## config.mk

```make
export PLATFORM = sky130hd
export DESIGN_NAME = modfold_mul
export DESIGN_NICKNAME = d
export VERILOG_FILES = /design/src/rtl/modfold_pkg.sv /design/src/rtl/modfold_ctrl.sv /design/src/rtl/modfold_dp.sv /design/src/rtl/modfold_mul.sv
export SDC_FILE = /design/constraint.sdc
export NUM_CORES = 1
export LEC_CHECK = 0
export ABC_CLOCK_PERIOD_IN_PS = 1100
export BUFFER_PORTS_ARGS = -buffer_cell sky130_fd_sc_hd__buf_2
export CAP_MARGIN = 5
export CORE_UTILIZATION = 30
export CTS_CLUSTER_SIZE = 30
export DETAILED_ROUTE_END_ITERATION = 10
export PLACE_DENSITY = 0.48
export SLEW_MARGIN = 20
export SYNTH_ARGS = -nofsm -noshare
export SYNTH_HDL_FRONTEND = slang
export SYNTH_SLANG_ARGS = --single-unit
```

## constraint.sdc

```tcl
create_clock -name clk -period 1.1 [get_ports clk]
set_input_delay 0.22 -clock clk [delete_from_list [all_inputs] [get_ports clk]]
set_output_delay 0.22 -clock clk [all_outputs]
set_load 0.02 [all_outputs]
```

## src/rtl/modfold_pkg.sv

```systemverilog
package modfold_pkg;

  typedef enum logic [1:0] {
    MODE_POW2  = 2'b00,
    MODE_MERS  = 2'b01,
    MODE_FERM  = 2'b10,
    MODE_ALIAS = 2'b11
  } modeSel_e;

  typedef struct packed {
    logic wideOps;   // keep operand bit k
    logic pickEac;   // select end-around-carry sum
    logic pickSub;   // select borrow-corrected difference
  } foldStrobe_t;

endpackage

```

## src/rtl/modfold_ctrl.sv

```systemverilog
module modfold_ctrl
  import modfold_pkg::*;
(
  input  logic [1:0]  modeSel,
  output foldStrobe_t strobes
);

  always_comb begin
    strobes = '0;
    unique case (modeSel)
      MODE_MERS: strobes.pickEac = 1'b1;
      MODE_FERM: begin
        strobes.wideOps = 1'b1;
        strobes.pickSub = 1'b1;
      end
      default: ;
    endcase
  end

endmodule

```

## src/rtl/modfold_dp.sv

```systemverilog
module modfold_dp
  import modfold_pkg::*;
#(
  parameter int W       = 4,
  parameter bit OUT_REG = 1'b1
) (
  input  logic        clk,
  input  logic        rstN,
  input  foldStrobe_t strobes,
  input  logic [W:0]  opA,
  input  logic [W:0]  opB,
  output logic [W:0]  residue
);

  localparam int PW = 2 * W + 2;
  localparam logic [W:0] FERMAT = (W + 1)'((1 << W) + 1);

  logic [W:0]    aEff, bEff;
  logic [PW-1:0] prod;
  logic [W-1:0]  pLow;
  logic [W+1:0]  pHigh;

  assign aEff  = strobes.wideOps ? opA : {1'b0, opA[W-1:0]};
  assign bEff  = strobes.wideOps ? opB : {1'b0, opB[W-1:0]};
  assign prod  = PW'(aEff) * PW'(bEff);
  assign pLow  = prod[W-1:0];
  assign pHigh = prod[PW-1:W];

  // modulus 2^k-1: add halves, fold the carry back, map all-ones to zero
  logic [W:0]   eacSum;
  logic [W-1:0] eacFold;
  logic [W:0]   eacRes;
  assign eacSum  = {1'b0, pLow} + {1'b0, pHigh[W-1:0]};
  assign eacFold = eacSum[W-1:0] + {{(W-1){1'b0}}, eacSum[W]};
  assign eacRes  = (&eacFold) ? '0 : {1'b0, eacFold};

  // modulus 2^k+1: subtract halves, lift a negative difference
  logic [W+1:0] diff;
  logic [W:0]   subRes;
  assign diff   = {2'b00, pLow} - pHigh;
  assign subRes = diff[W+1] ? (diff[W:0] + FERMAT) : diff[W:0];

  logic [W:0] residueNext;
  always_comb begin
    if (strobes.pickSub)      residueNext = subRes;
    else if (strobes.pickEac) residueNext = eacRes;
    else                      residueNext = {1'b0, pLow};
  end

  generate
    if (OUT_REG) begin : g_reg
      logic [W:0] resQ;
      always_ff @(posedge clk or negedge rstN) begin
        if (!rstN) resQ <= '0;
        else       resQ <= residueNext;
      end
      assign residue = resQ;
    end else begin : g_comb
      assign residue = residueNext;
    end
  endgenerate

endmodule

```

## src/rtl/modfold_mul.sv

```systemverilog
module modfold_mul
  import modfold_pkg::*;
#(
  parameter int W       = 4,
  parameter bit OUT_REG = 1'b1
) (
  input  logic       clk,
  input  logic       rstN,
  input  logic [1:0] modeSel,
  input  logic [W:0] opA,
  input  logic [W:0] opB,
  output logic [W:0] residue
);

  foldStrobe_t strobes;

  modfold_ctrl u_ctrl (
    .modeSel (modeSel),
    .strobes (strobes)
  );

  modfold_dp #(.W(W), .OUT_REG(OUT_REG)) u_dp (
    .clk     (clk),
    .rstN    (rstN),
    .strobes (strobes),
    .opA     (opA),
    .opB     (opB),
    .residue (residue)
  );

endmodule

```

Yosys cells after proc, flatten, opt, wreduce, memory -nomap -nowiden
Index checks and enable logic that the tools add are counted.
{"block": "classes", "add_sub_neg": 4, "mul": 1, "eq_ne": 2, "n_mux": 8, "n_reduce_logical": 1}
{"cell": "2-to-1 mux 5 bit", "count": 5}
{"cell": "multiplier 5 x 5 -> 10 bit", "count": 1}
{"cell": "subtractor 4 x 6 -> 6 bit", "count": 1}
{"cell": "adder 4 x 4 -> 5 bit", "count": 1}
{"cell": "adder 5 bit (second input constant)", "count": 1}
{"cell": "adder 4 x 1 -> 4 bit", "count": 1}
{"cell": "2-to-1 mux 4 bit", "count": 1}
{"cell": "AND reduction 4 bit", "count": 1}
{"cell": "== test 2 x 1 -> 1 bit (second input constant)", "count": 1}
{"cell": "== test 2 bit (second input constant)", "count": 1}
{"cell": "2-to-1 mux 1 bit", "count": 2}
{"block": "word_totals", "register_bits": 5, "in_bits": 14, "output_inout_bits": 5}

Logic depth before layout (Yosys ltp)
Gate-level depths: netlist (run 1).
{"block": "logic_depth", "word_depth": 10, "ltp_mapped": 24, "ltp_nobuf": 22}

By module
Synthesis (run 1) repeated with hierarchy kept, for this count alone.
{"block": "hier_totals", "hier_cells": 190, "area_unflattened_um2": 1639.1}
{"module": "modfold_dp", "instances": 1, "cells_each": 187, "area_per_inst_um2": 1616.6}
{"module": "modfold_ctrl", "instances": 1, "cells_each": 3, "area_per_inst_um2": 22.5}

Worst setup path before layout (run 1)
No wires, ideal clock.
{"block": "synth_path", "path_kind": "input to register", "start": "in modeSel[1]", "end": "reg u_dp.g_reg.resQ[3], in the netlist u_dp.residue[3]", "setup_time_ns": 0.135, "arrival_time_ns": 5.441, "slack_ns": -4.476, "stages": 23, "n_path_buf": 2, "cell_sequence": "clkbuf_1 -> nor2b_1 -> clkbuf_1 -> nand3_1 -> fa_1 -> fa_1 -> fa_1 -> inv_1 -> ha_1 -> nor2b_4 -> o31a_1 -> a21oi_1 -> ha_1 -> inv_1 -> nor2_1 -> o21ai_0 -> nand2b_1 -> ha_1 -> nor3b_2 -> xnor3_1 -> nor3b_1 -> a311oi_1 -> nand3_1"}
{"block": "synth_via", "elab_chain_len": 10, "elab_cells_between_ends": 16, "classes_between": "add/sub: 4; mul: 1; eq/ne: 2; mux: 8; reduce/logical: 1"}
{"element": "start: declaration", "line_no": "modfold_mul.sv:9", "rtl": "input logic [1:0] modeSel,"}
{"element": "== test 2 bit", "line_no": "modfold_ctrl.sv:10", "rtl": "unique case (modeSel)"}
{"element": "2-to-1 mux 1 bit", "line_no": "modfold_ctrl.sv:10"}
{"element": "2-to-1 mux 5 bit, on equally long branches", "line_no": "modfold_dp.sv:23, modfold_dp.sv:24"}
{"element": "multiplier 5 x 5 -> 10 bit", "line_no": "modfold_dp.sv:25", "rtl": "assign prod = PW'(aEff) * PW'(bEff);"}
{"element": "adder 4 x 4 -> 5 bit", "line_no": "modfold_dp.sv:33", "rtl": "assign eacSum = {1'b0, pLow} + {1'b0, pHigh[W-1:0]};"}
{"element": "adder 4 x 1 -> 4 bit", "line_no": "modfold_dp.sv:34", "rtl": "assign eacFold = eacSum[W-1:0] + {{(W-1){1'b0}}, eacSum[W]};"}
{"element": "AND reduction 4 bit", "line_no": "modfold_dp.sv:35", "rtl": "assign eacRes = (&eacFold) ? '0 : {1'b0, eacFold};"}
{"element": "2-to-1 mux 4 bit", "line_no": "modfold_dp.sv:35"}
{"element": "2-to-1 mux 5 bit", "line_no": "modfold_dp.sv:46", "rtl": "else if (strobes.pickEac) residueNext = eacRes;"}
{"element": "2-to-1 mux 5 bit *", "line_no": "modfold_dp.sv:45", "rtl": "if (strobes.pickSub) residueNext = subRes;"}
{"element": "net u_dp.residueNext[3]", "line_no": "modfold_dp.sv:43", "rtl": "logic [W:0] residueNext;"}
{"element": "end signal: assignment", "line_no": "modfold_dp.sv:55", "rtl": "else resQ <= residueNext;"}
{"element": "end: declaration", "line_no": "modfold_dp.sv:52", "rtl": "logic [W:0] resQ;"}
Mark *: on every way through the listed nets, which the timed path passes. The rest lies on a longest branch.

Worst setup path in the final report (run 1)
{"block": "layout_path", "start": "in modeSel[0]", "end": "reg u_dp.g_reg.resQ[2], in the netlist u_dp.residue[2]"}
The elaborated chain is that of the path after synthesis.

==> results of run 1 <==
[critical path, stage by stage]
cell       delay, ps
buf_8            100
nor2b_4          110
nand3_2           70
fa_1             500
fa_1             440
fa_1             540
inv_2             50
ha_4             240
nor2b_4          140
o31a_1           320
a21oi_4          170
ha_4             230
inv_2             60
nor2_2            30
o21ai_1          120
nand2b_1          70
ha_2             200
nor3b_4          150
xnor3_2          290
a41oi_2          250
o2111ai_2        140
a41oi_2          180
[worst min-delay path by stage]
stage / start / end / slack (ps) / depth (start not counted)
2_1_floorplan: rstN / u_dp.residue[0]$_DFF_PN0_ / -80 / 0
3_3_place_gp: rstN / u_dp.residue[3]$_DFF_PN0_ / 40 / 1
3_5_place_dp: rstN / u_dp.residue[3]$_DFF_PN0_ / 40 / 1
4_1_cts: rstN / u_dp.residue[3]$_DFF_PN0_ / 340 / 2
5_1_grt: rstN / u_dp.residue[4]$_DFF_PN0_ / 360 / 2
6_report: rstN / u_dp.residue[1]$_DFF_PN0_ / 340 / 2
[cells in the final DEF (no fill, tap or decap), types with 2 or more instances in the layout]
cell / count
buf_4: 77
inv_1: 25
ha_1: 22
buf_2: 16
nand2_1: 11
and2_1: 10
nor2_1: 9
fa_1: 9
nand3_1: 8
and3_1: 7
o21ai_1: 7
xnor2_2: 5
ha_4: 5
dfrtp_1: 5
nand2b_1: 4
a21oi_1: 4
o2111ai_1: 4
inv_2: 3
a21oi_4: 3
o211ai_1: 3
or3_1: 3
clkbuf_8: 3
nor2b_4: 2
nor2_2: 2
a21o_1: 2
a211oi_2: 2
xnor2_1: 2
o21bai_1: 2
mux2i_1: 2
nor3_1: 2
nor3b_4: 2
o22ai_1: 2
a311oi_2: 2
a41oi_2: 2
fa_2: 2
ha_2: 2
[metrics by stage]
step,cells,hold slack [ps]
after floorplan,207,-75.6
after global placement,358,37.8
after detailed placement,358,42.1
after CTS,371,343
after global routing,375,361
final,375,345
[final cells by class]
cell class,count,area (sq um),share of cell area
clock buffer,4,45.0,0.0161
inverter,28,105,0.0376
multi-input combinational,170,1730,0.621
sequential,5,125,0.0448
tap,72,90.1,0.0322
timing repair buffer,96,694,0.249
[timing repair]
item	CTS	global route
hold buffers	1	0
setup endpoints to repair	5	5
hold endpoints to repair	5	0
buffers inserted	8	6
pin swaps	17	21
resized for setup	16	20
[where the power goes]
part | internal [mW] | total [mW] | leakage [nW] | switching [mW]
Sequential | 0.270 | 0.287 | 0.0618 | 0.0176
Clock | 0.249 | 0.338 | 0.0228 | 0.0890
Combinational | 2.14 | 4.10 | 1.30 | 1.96
Total | 2.66 | 4.73 | 1.38 | 2.06
[metal layers]
layer | wire, um | global-route usage
met1 | 2570 | 0.239
met2 | 2240 | 0.268
met3 | 167 | 0.0105
met4 | 112 | 0.0537
met5 | 0 | 0
[cells by family (layout without fill, tap and decap cells)]
logic type | Yosys count | after routing
XOR/XNOR | 10 | 10
adder cells (fa/ha/maj) | 40 | 40
multiplexers | 3 | 3
flip-flops | 5 | 5
buffers and inverters | 32 | 128
AND/OR/NAND/NOR | 70 | 70
AO/OA/AOI/OAI | 47 | 47
==> impl_results.md, run 1 <==
- IO buf count: 18
- Mux contribution to synthesized area: 0.0179
- Vias/cell: 4.97
- Final Routed Wirelength: 5080 um
- Die X: 78.2 um
- Root Driver: clkbuf_8
- Mapped cell area: 1740 sq um
- Vias in the first global route: 1790
- Status: finished with violations
- Slew Limit Fails: 0
- Synthesis-to-layout area growth: 60.3%
- Number of I/O pins: 19
- TritonCTS Buffers: 3
- Core area: 5540 sq um
- Sum Neg Setup Slack: -16560 ps
- CP startpoint: modeSel[0]
- Average wire per standard cell: 13.6 um
- Overall die height: 78.2 um
- Synth area leaders: ha_1 (21%), fa_1 (13%), dfrtp_1 (7.2%), inv_1 (6.0%), and2_1 (3.6%)
- Htree depth: 1
- CP max FO: 4
- Yosys warning total: 0
- Failing checks: negative setup slack
- Filler cells: 527
- EDFF count, synth: 0
- Final setup viols: 5
- Share of post-route cells with drive strength above 1: 0.469
- HPWL Detailed: 4110 um
- First-pass iteration count of the detailed router: 4
- Post-synth top area share: 0.208
- Leading area contributor after synthesis: ha_1
- GR Overflow Total: 0
- RSZ-0062 raised after global routing: yes
- Post-Syn Nets: 261
- Vias: 1864
- Leakage power: 1.38 nW
- 1st-iter DRT viols: 82
- Pwr dens: 1690 nW/um^2
- CP endpoint: u_dp.residue[2]$_DFF_PN0_
- Tot GR Track Use: 0.168
- Post-synthesis register bit count: 5
- Crit end category: register
- Critical Path RT: 1240 ps
- Largest register FFs: 5
- Synth Area per Inst: 8.42 sq um
- Initial antenna violation count: 0
- Worst slew pin tran: 423 ps
- Relative slew slack: 0.717
- Diode count: 0
- Crit path arrival time: 4630 ps
- Final WS setup: -3400 ps
- Post-Synthesis Cells: 207
- Asr flop ratio synth: 1.00
- Post-synth top cells: ha_1 (29), inv_1 (28), fa_1 (11), nand2_1 (11)
- Peak supply drop: 893 uV
- Synth Area in Adders: 0.335
- First-pass GRT wire length: 8250 um
- Detail Route Antenna Nets: 0
- Pin count of the biggest net entering global routing: 10
- Largest family of logic cells by synthesized area: adder cells
- CTS Sinks: 5
- Num rows: 27
- Final hold violation count: 0
- Power, Total: 4.73 mW
- Placed Area: 2480 sq um
- HP Class: input pin to asynchronous set/reset pin
- Xor and xnor area share after synthesis: 0.0660
- MaxCap Viol Count: 0
- Peak Freq: 222 MHz
- GP Congestion: 0.817
- Die area: 6120 sq um
- Setup WS pre-CTS: -3720 ps
- Initial Util: 0.315
- Post-synthesis compound-gate area fraction: 0.213
- Synth Area in Simple Gates: 0.226
- Synth unique cells: 52
- Drc violations: 0
- TritonCTS clock tree: yes
- Clock buffer depth: 2
- Final Net Count: 358
- Critical path class: input pin to register
- Worst setup SP type: input pin
- Top-count cell post-synth: ha_1
- Register area share after synthesis: 0.0718
- Commonest register cell after synthesis: dfrtp_1
- Tmin final: 4500 ps
- Final instance area: 2790 sq um
- Clock transition at path regs: 30 ps
- Final Cycle Share: 4.09
- Util after Layout: 0.504
Power figures use the tool's default switching activity.
==> run 2: changes to the inputs <==
ABC_AREA = 1   (was unset)
==> run 2 against run 1 <==
The flow still finishes with violations (negative setup slack). Sequential share of layout area grew 0.38 points. Utilization down 4.0 points. Critical path type unchanged. Combinational power down 17%. Sequential power shrank 2%. Fmax up 3.4%.
==> impl_results.md, run 2 <==
- Die X: 77.8 um
- CP endpoint: u_dp.residue[2]$_DFF_PN0_
- Diode count: 0
- Worst slew pin tran: 374 ps
- TritonCTS Buffers: 3
- Clock transition at path regs: 40 ps
- GP Congestion: 0.827
- IO buf count: 18
- GR Overflow Total: 0
- Vias/cell: 4.20
- Hold WS: 359 ps
- Peak supply drop: 684 uV
- Tot GR Track Use: 0.156
- Synthesis-to-layout area growth: 49.2%
- Critical path's top delay family: adder cells
- Initial antenna violation count: 0
- Drc violations: 0
- Crit end category: register
- Initial Util: 0.311
- Status: finished with violations
- HPWL Detailed: 3630 um
- Root Driver: clkbuf_8
- Vias in the first global route: 1763
- Crit path arrival time: 4450 ps
- Critical Path Max Stage Delay: 500 ps
- Power, Total: 4.04 mW
- TritonCTS clock tree: yes
- Core area: 5540 sq um
- Final WS setup: -3250 ps
- Most frequent cells in the layout: nand2_1 (73), inv_1 (57), buf_4 (56)
- Peak Freq: 230 MHz
- Pwr dens: 1570 nW/um^2
- Final setup viols: 5
- First-pass GRT wire length: 7730 um
- Final Routed Wirelength: 4140 um
- Final Cycle Share: 3.95
- Share of post-route cells with drive strength above 1: 0.374
- Average wire per standard cell: 10.0 um
- CTS Sinks: 5
- Asr flop ratio synth: 1.00
- Htree depth: 1
- CP max FO: 4
- Largest register FFs: 5
- Detail Route Antenna Nets: 0
- Synth Area per Inst: 6.59 sq um
- Post-synth top cells: nand2_1 (78), inv_1 (62), ha_1 (29)
- Final hold violation count: 0
- Register area share after synthesis: 0.0725
- MaxCap Viol Count: 0
- Leakage power: 1.55 nW
- Die area: 6060 sq um
- Top-count cell post-synth: nand2_1
- Synth unique cells: 25
- Leading area contributor after synthesis: ha_1
- Commonest non-fill, non-tap cell in the layout: nand2_1
- Number of I/O pins: 19
- Post-synthesis register bit count: 5
- HP Class: input pin to asynchronous set/reset pin
- Relative slew slack: 0.748
- Tmin final: 4350 ps
- Critical path's slowest cell: fa_1
- EDFF count, synth: 0
- Pin count of the biggest net entering global routing: 9
- Post-Syn Nets: 316
- Post-Synthesis Cells: 262
- Failing checks: negative setup slack
- Clock buffer depth: 2
- CP startpoint: modeSel[0]
- 1st-iter DRT viols: 59
- Vias: 1730
- Worst Path Buf+Inv: 4
- Sum Neg Setup Slack: -15900 ps
- Setup WS pre-CTS: -3710 ps
- Yosys warning total: 0
- CP Depth: 26
- Synth area leaders: ha_1 (21%), nand2_1 (17%), inv_1 (13%), fa_1 (13%), dfrtp_1 (7.3%)
- Num rows: 27
- Final Net Count: 395
- Critical path class: input pin to register
- Slew Limit Fails: 0
- Most common cell on crit path: nand2_1
- Post-synth top area share: 0.210
- RSZ-0062 raised after global routing: yes
- Util after Layout: 0.465
- Commonest register cell after synthesis: dfrtp_1
- First-pass iteration count of the detailed router: 4
- Worst setup SP type: input pin
- Overall die height: 77.8 um
- Mapped cell area: 1730 sq um
- Critical Path RT: 1210 ps
-- run 2: cell types whose count changed in the layout (fill, tap and decap cells not counted), sizes merged, moves of 8 or more --
cell,previous run,this run
nor2,11,21
and2,10,0
buf,95,74
nand2,11,88
inv,28,63
and3,8,0
nand3,9,22
-- run 2: area by class of cell --
| class | count | area (sq um) |
|---|---|---|
| Fill cell | 570 | 2970 |
| Clock buffer | 4 | 45.0 |
| Tap cell | 72 | 90.1 |
| Sequential cell | 5 | 125 |
| Inverter | 63 | 249 |
| Multi-Input combinational cell | 193 | 1530 |
| Timing Repair Buffer | 75 | 537 |
-- run 2: logic make-up after synthesis --
family	after synthesis	synth area share
xor gates and xnor gates	9	0.0457
DFF	5	0.0725
adders and majority gates	40	0.338
AOI/OAI and AO/OA	10	0.0406
buffers and inverters	64	0.144
and+or+nand+nor	134	0.360
-- run 2: layer usage --
layer,GRT usage,wire (um),up-vias,part of all wire
li1,-,-,948,-
met4,0.00566,0,0,0
met2,0.255,1800,4,0.43
met1,0.233,2320,778,0.56
met5,0,0,-,0
met3,0.0141,19,0,0.0046
-- run 2: how the worst min path moves through the flow --
stage                     depth (start not counted)                   endpoint  slack (ps)
after global routing                              2  u_dp.residue[3]$_DFF_PN0_         360
final                                             2  u_dp.residue[0]$_DFF_PN0_         360
after CTS                                         2  u_dp.residue[3]$_DFF_PN0_         350
after global placement                            1  u_dp.residue[3]$_DFF_PN0_          40
after detailed placement                          1  u_dp.residue[3]$_DFF_PN0_          50
after floorplan                                   0  u_dp.residue[0]$_DFF_PN0_         -80
-- run 2: stage by stage --
stage,area [sq um],instances
finish,2570,412
global route,2570,412
CTS,2520,411
detailed placement,2400,404
global placement,2400,404
floorplan,1830,262
-- run 2: where the power goes --
group	internal (mW)	switching [mW]	total, mW
sequential	0.262	0.0179	0.280
clock	0.249	0.0893	0.338
combinational	1.63	1.80	3.42
total	2.14	1.90	4.04
-- run 2: what timing repair did --
action                                  CTS  global route
hold buffers                              1             0
gates resized for setup                  11            11
endpoints found under the setup margin    5             5
hold endpoints to repair                  5             0
pin swaps                                12             4
buffers inserted                          2             1
==> run 3: changes to the inputs <==
==> constraint.sdc (replaced) <==
create_clock -name clk -period 1.1 [get_ports clk]
set_input_delay 0.165 -clock clk [delete_from_list [all_inputs] [get_ports clk]]
set_output_delay 0.165 -clock clk [all_outputs]
set_load 0.02 [all_outputs]
==> run 3 against run 2 <==
The run still ends with negative setup slack left. Cell count unchanged. Design area increased by 0.15%. Global-route usage about the same. Fmax increased by 2.0%. Critical path depth increased by 1. Combinational power about the same. Setup slack improved by 84 ps. Clock power increased by 1%. Total power increased by 0.44%. Sequential cell count unchanged. Sequential share of layout area about the same. Critical path type unchanged.
==> impl_results.md, run 3 (same netlist as run 2, synthesis figures left out) <==
- Status: finished with violations
- Vias in the first global route: 1743
- Critical path class: input pin to register
- Die X: 77.8 um
- TritonCTS Buffers: 3
- Final instance area: 2580 sq um
- Peak Freq: 234 MHz
- HPWL Detailed: 3680 um
- Tot GR Track Use: 0.157
- Final setup viols: 5
- HP Class: input pin to asynchronous set/reset pin
- Setup WS pre-CTS: -3650 ps
- Filler cells: 597
- Synthesis-to-layout area growth: 49.5%
- TritonCTS clock tree: yes
- RSZ-0062 raised after global routing: yes
- Clock transition at path regs: 40 ps
- Average wire per standard cell: 10.1 um
- Num rows: 27
- Die area: 6060 sq um
- Crit path arrival time: 4380 ps
- Dpl cells: 404
- GP Congestion: 0.828
- Non-filler cells, final: 412
- Initial antenna violation count: 0
- Peak supply drop: 665 uV
- Pwr dens: 1570 nW/um^2
- Most frequent cells in the layout: nand2_1 (73), inv_1 (56), buf_4 (56)
- Htree depth: 1
- GR Overflow Total: 0
- Final hold violation count: 0
- Core area: 5540 sq um
- Final Routed Wirelength: 4150 um
- Initial Util: 0.311
- 1st-iter DRT viols: 47
- Critical Path Max Stage Delay: 510 ps
- Util after Layout: 0.465
- Worst slew pin tran: 341 ps
- Clock buffer depth: 2
- Number of I/O pins: 19
- Root Driver: clkbuf_8
- Largest register FFs: 5
- Slew Limit Fails: 0
- Relative slew slack: 0.770
- Critical path's slowest cell: fa_1
- Critical Path RT: 1210 ps
- CP startpoint: modeSel[0]
- Share of post-route cells with drive strength above 1: 0.379
- Overall die height: 77.8 um
- Vias/cell: 4.25
- Tmin final: 4260 ps
- Final Cycle Share: 3.88
- Placed Area: 2400 sq um
- Drc violations: 0
- Vias: 1751
- Diode count: 0
- Detail Route Antenna Nets: 0
- Final Net Count: 395
- Failing checks: negative setup slack
- Worst setup SP type: input pin
- Most common cell on crit path: nand2_1
- IO buf count: 18
- Pin count of the biggest net entering global routing: 9
- Leakage power: 1.55 nW
- First-pass GRT wire length: 7710 um
- MaxCap Viol Count: 0
- Commonest non-fill, non-tap cell in the layout: nand2_1
- First-pass iteration count of the detailed router: 4
- Final WS setup: -3160 ps
- CTS Sinks: 5
- Crit end category: register
- CP max FO: 4
[run 3: stage by stage]
step                TNS [ps]  total power, mW  hold WS (ps)
floorplan             -15560             2.40          -131
global placement      -17640             3.48         -12.8
detailed placement    -17760             3.48         -10.3
CTS                   -15850             3.92           283
global route          -16830             4.56           290
finish                -15500             4.06           283
[run 3: layout make-up]
type	instances	area, sq um	area share
Inverter	63	249	0.0966
Sequential cell	5	125	0.0485
Timing Repair Buffer	75	537	0.208
Tap cell	72	90.1	0.0349
Clock inverter	1	5.00	0.00194
Multi-Input combinational cell	193	1530	0.594
Clock buffer	3	41.3	0.0160
[run 3: critical path, delay by kind of cell]
kind | cells | cell delay (ps)
and+or+nand+nor | 13 | 1010
xor gates and xnor gates | 1 | 200
adders and majority gates | 7 | 2500
buffers and inverters | 4 | 270
AOI/OAI and AO/OA | 2 | 230
[run 3: power breakdown]
group          internal, mW  switching (mW)  total [mW]
Sequential            0.262          0.0204       0.282
Clock                 0.244          0.0992       0.343
Combinational          1.62            1.81        3.43
Total                  2.12            1.93        4.06
[run 3: metal layers]
layer | track usage | up-vias | wire length (um)
met3 | 0.0141 | 0 | 29
met5 | 0 | - | 0
met1 | 0.239 | 797 | 2280
met2 | 0.245 | 8 | 1840
met4 | 0.0113 | 0 | 0
li1 | - | 946 | -
[run 3: worst max path at each step]
stage                           endpoint  slack, ps  depth (start not counted)
2_1_floorplan  u_dp.residue[2]$_DFF_PN0_      -3190                         28
3_3_place_gp   u_dp.residue[2]$_DFF_PN0_      -3620                         29
3_5_place_dp   u_dp.residue[2]$_DFF_PN0_      -3650                         29
4_1_cts        u_dp.residue[2]$_DFF_PN0_      -3250                         28
5_1_grt        u_dp.residue[2]$_DFF_PN0_      -3430                         27
6_report       u_dp.residue[2]$_DFF_PN0_      -3160                         27
[run 3: timing repair]
item,4_1_cts,5_1_grt
endpoints found under the setup margin,5,5
hold buffers,1,0
gates resized for setup,8,16
pin swaps,8,11
endpoints found under the hold margin,5,0
buffers inserted,1,2
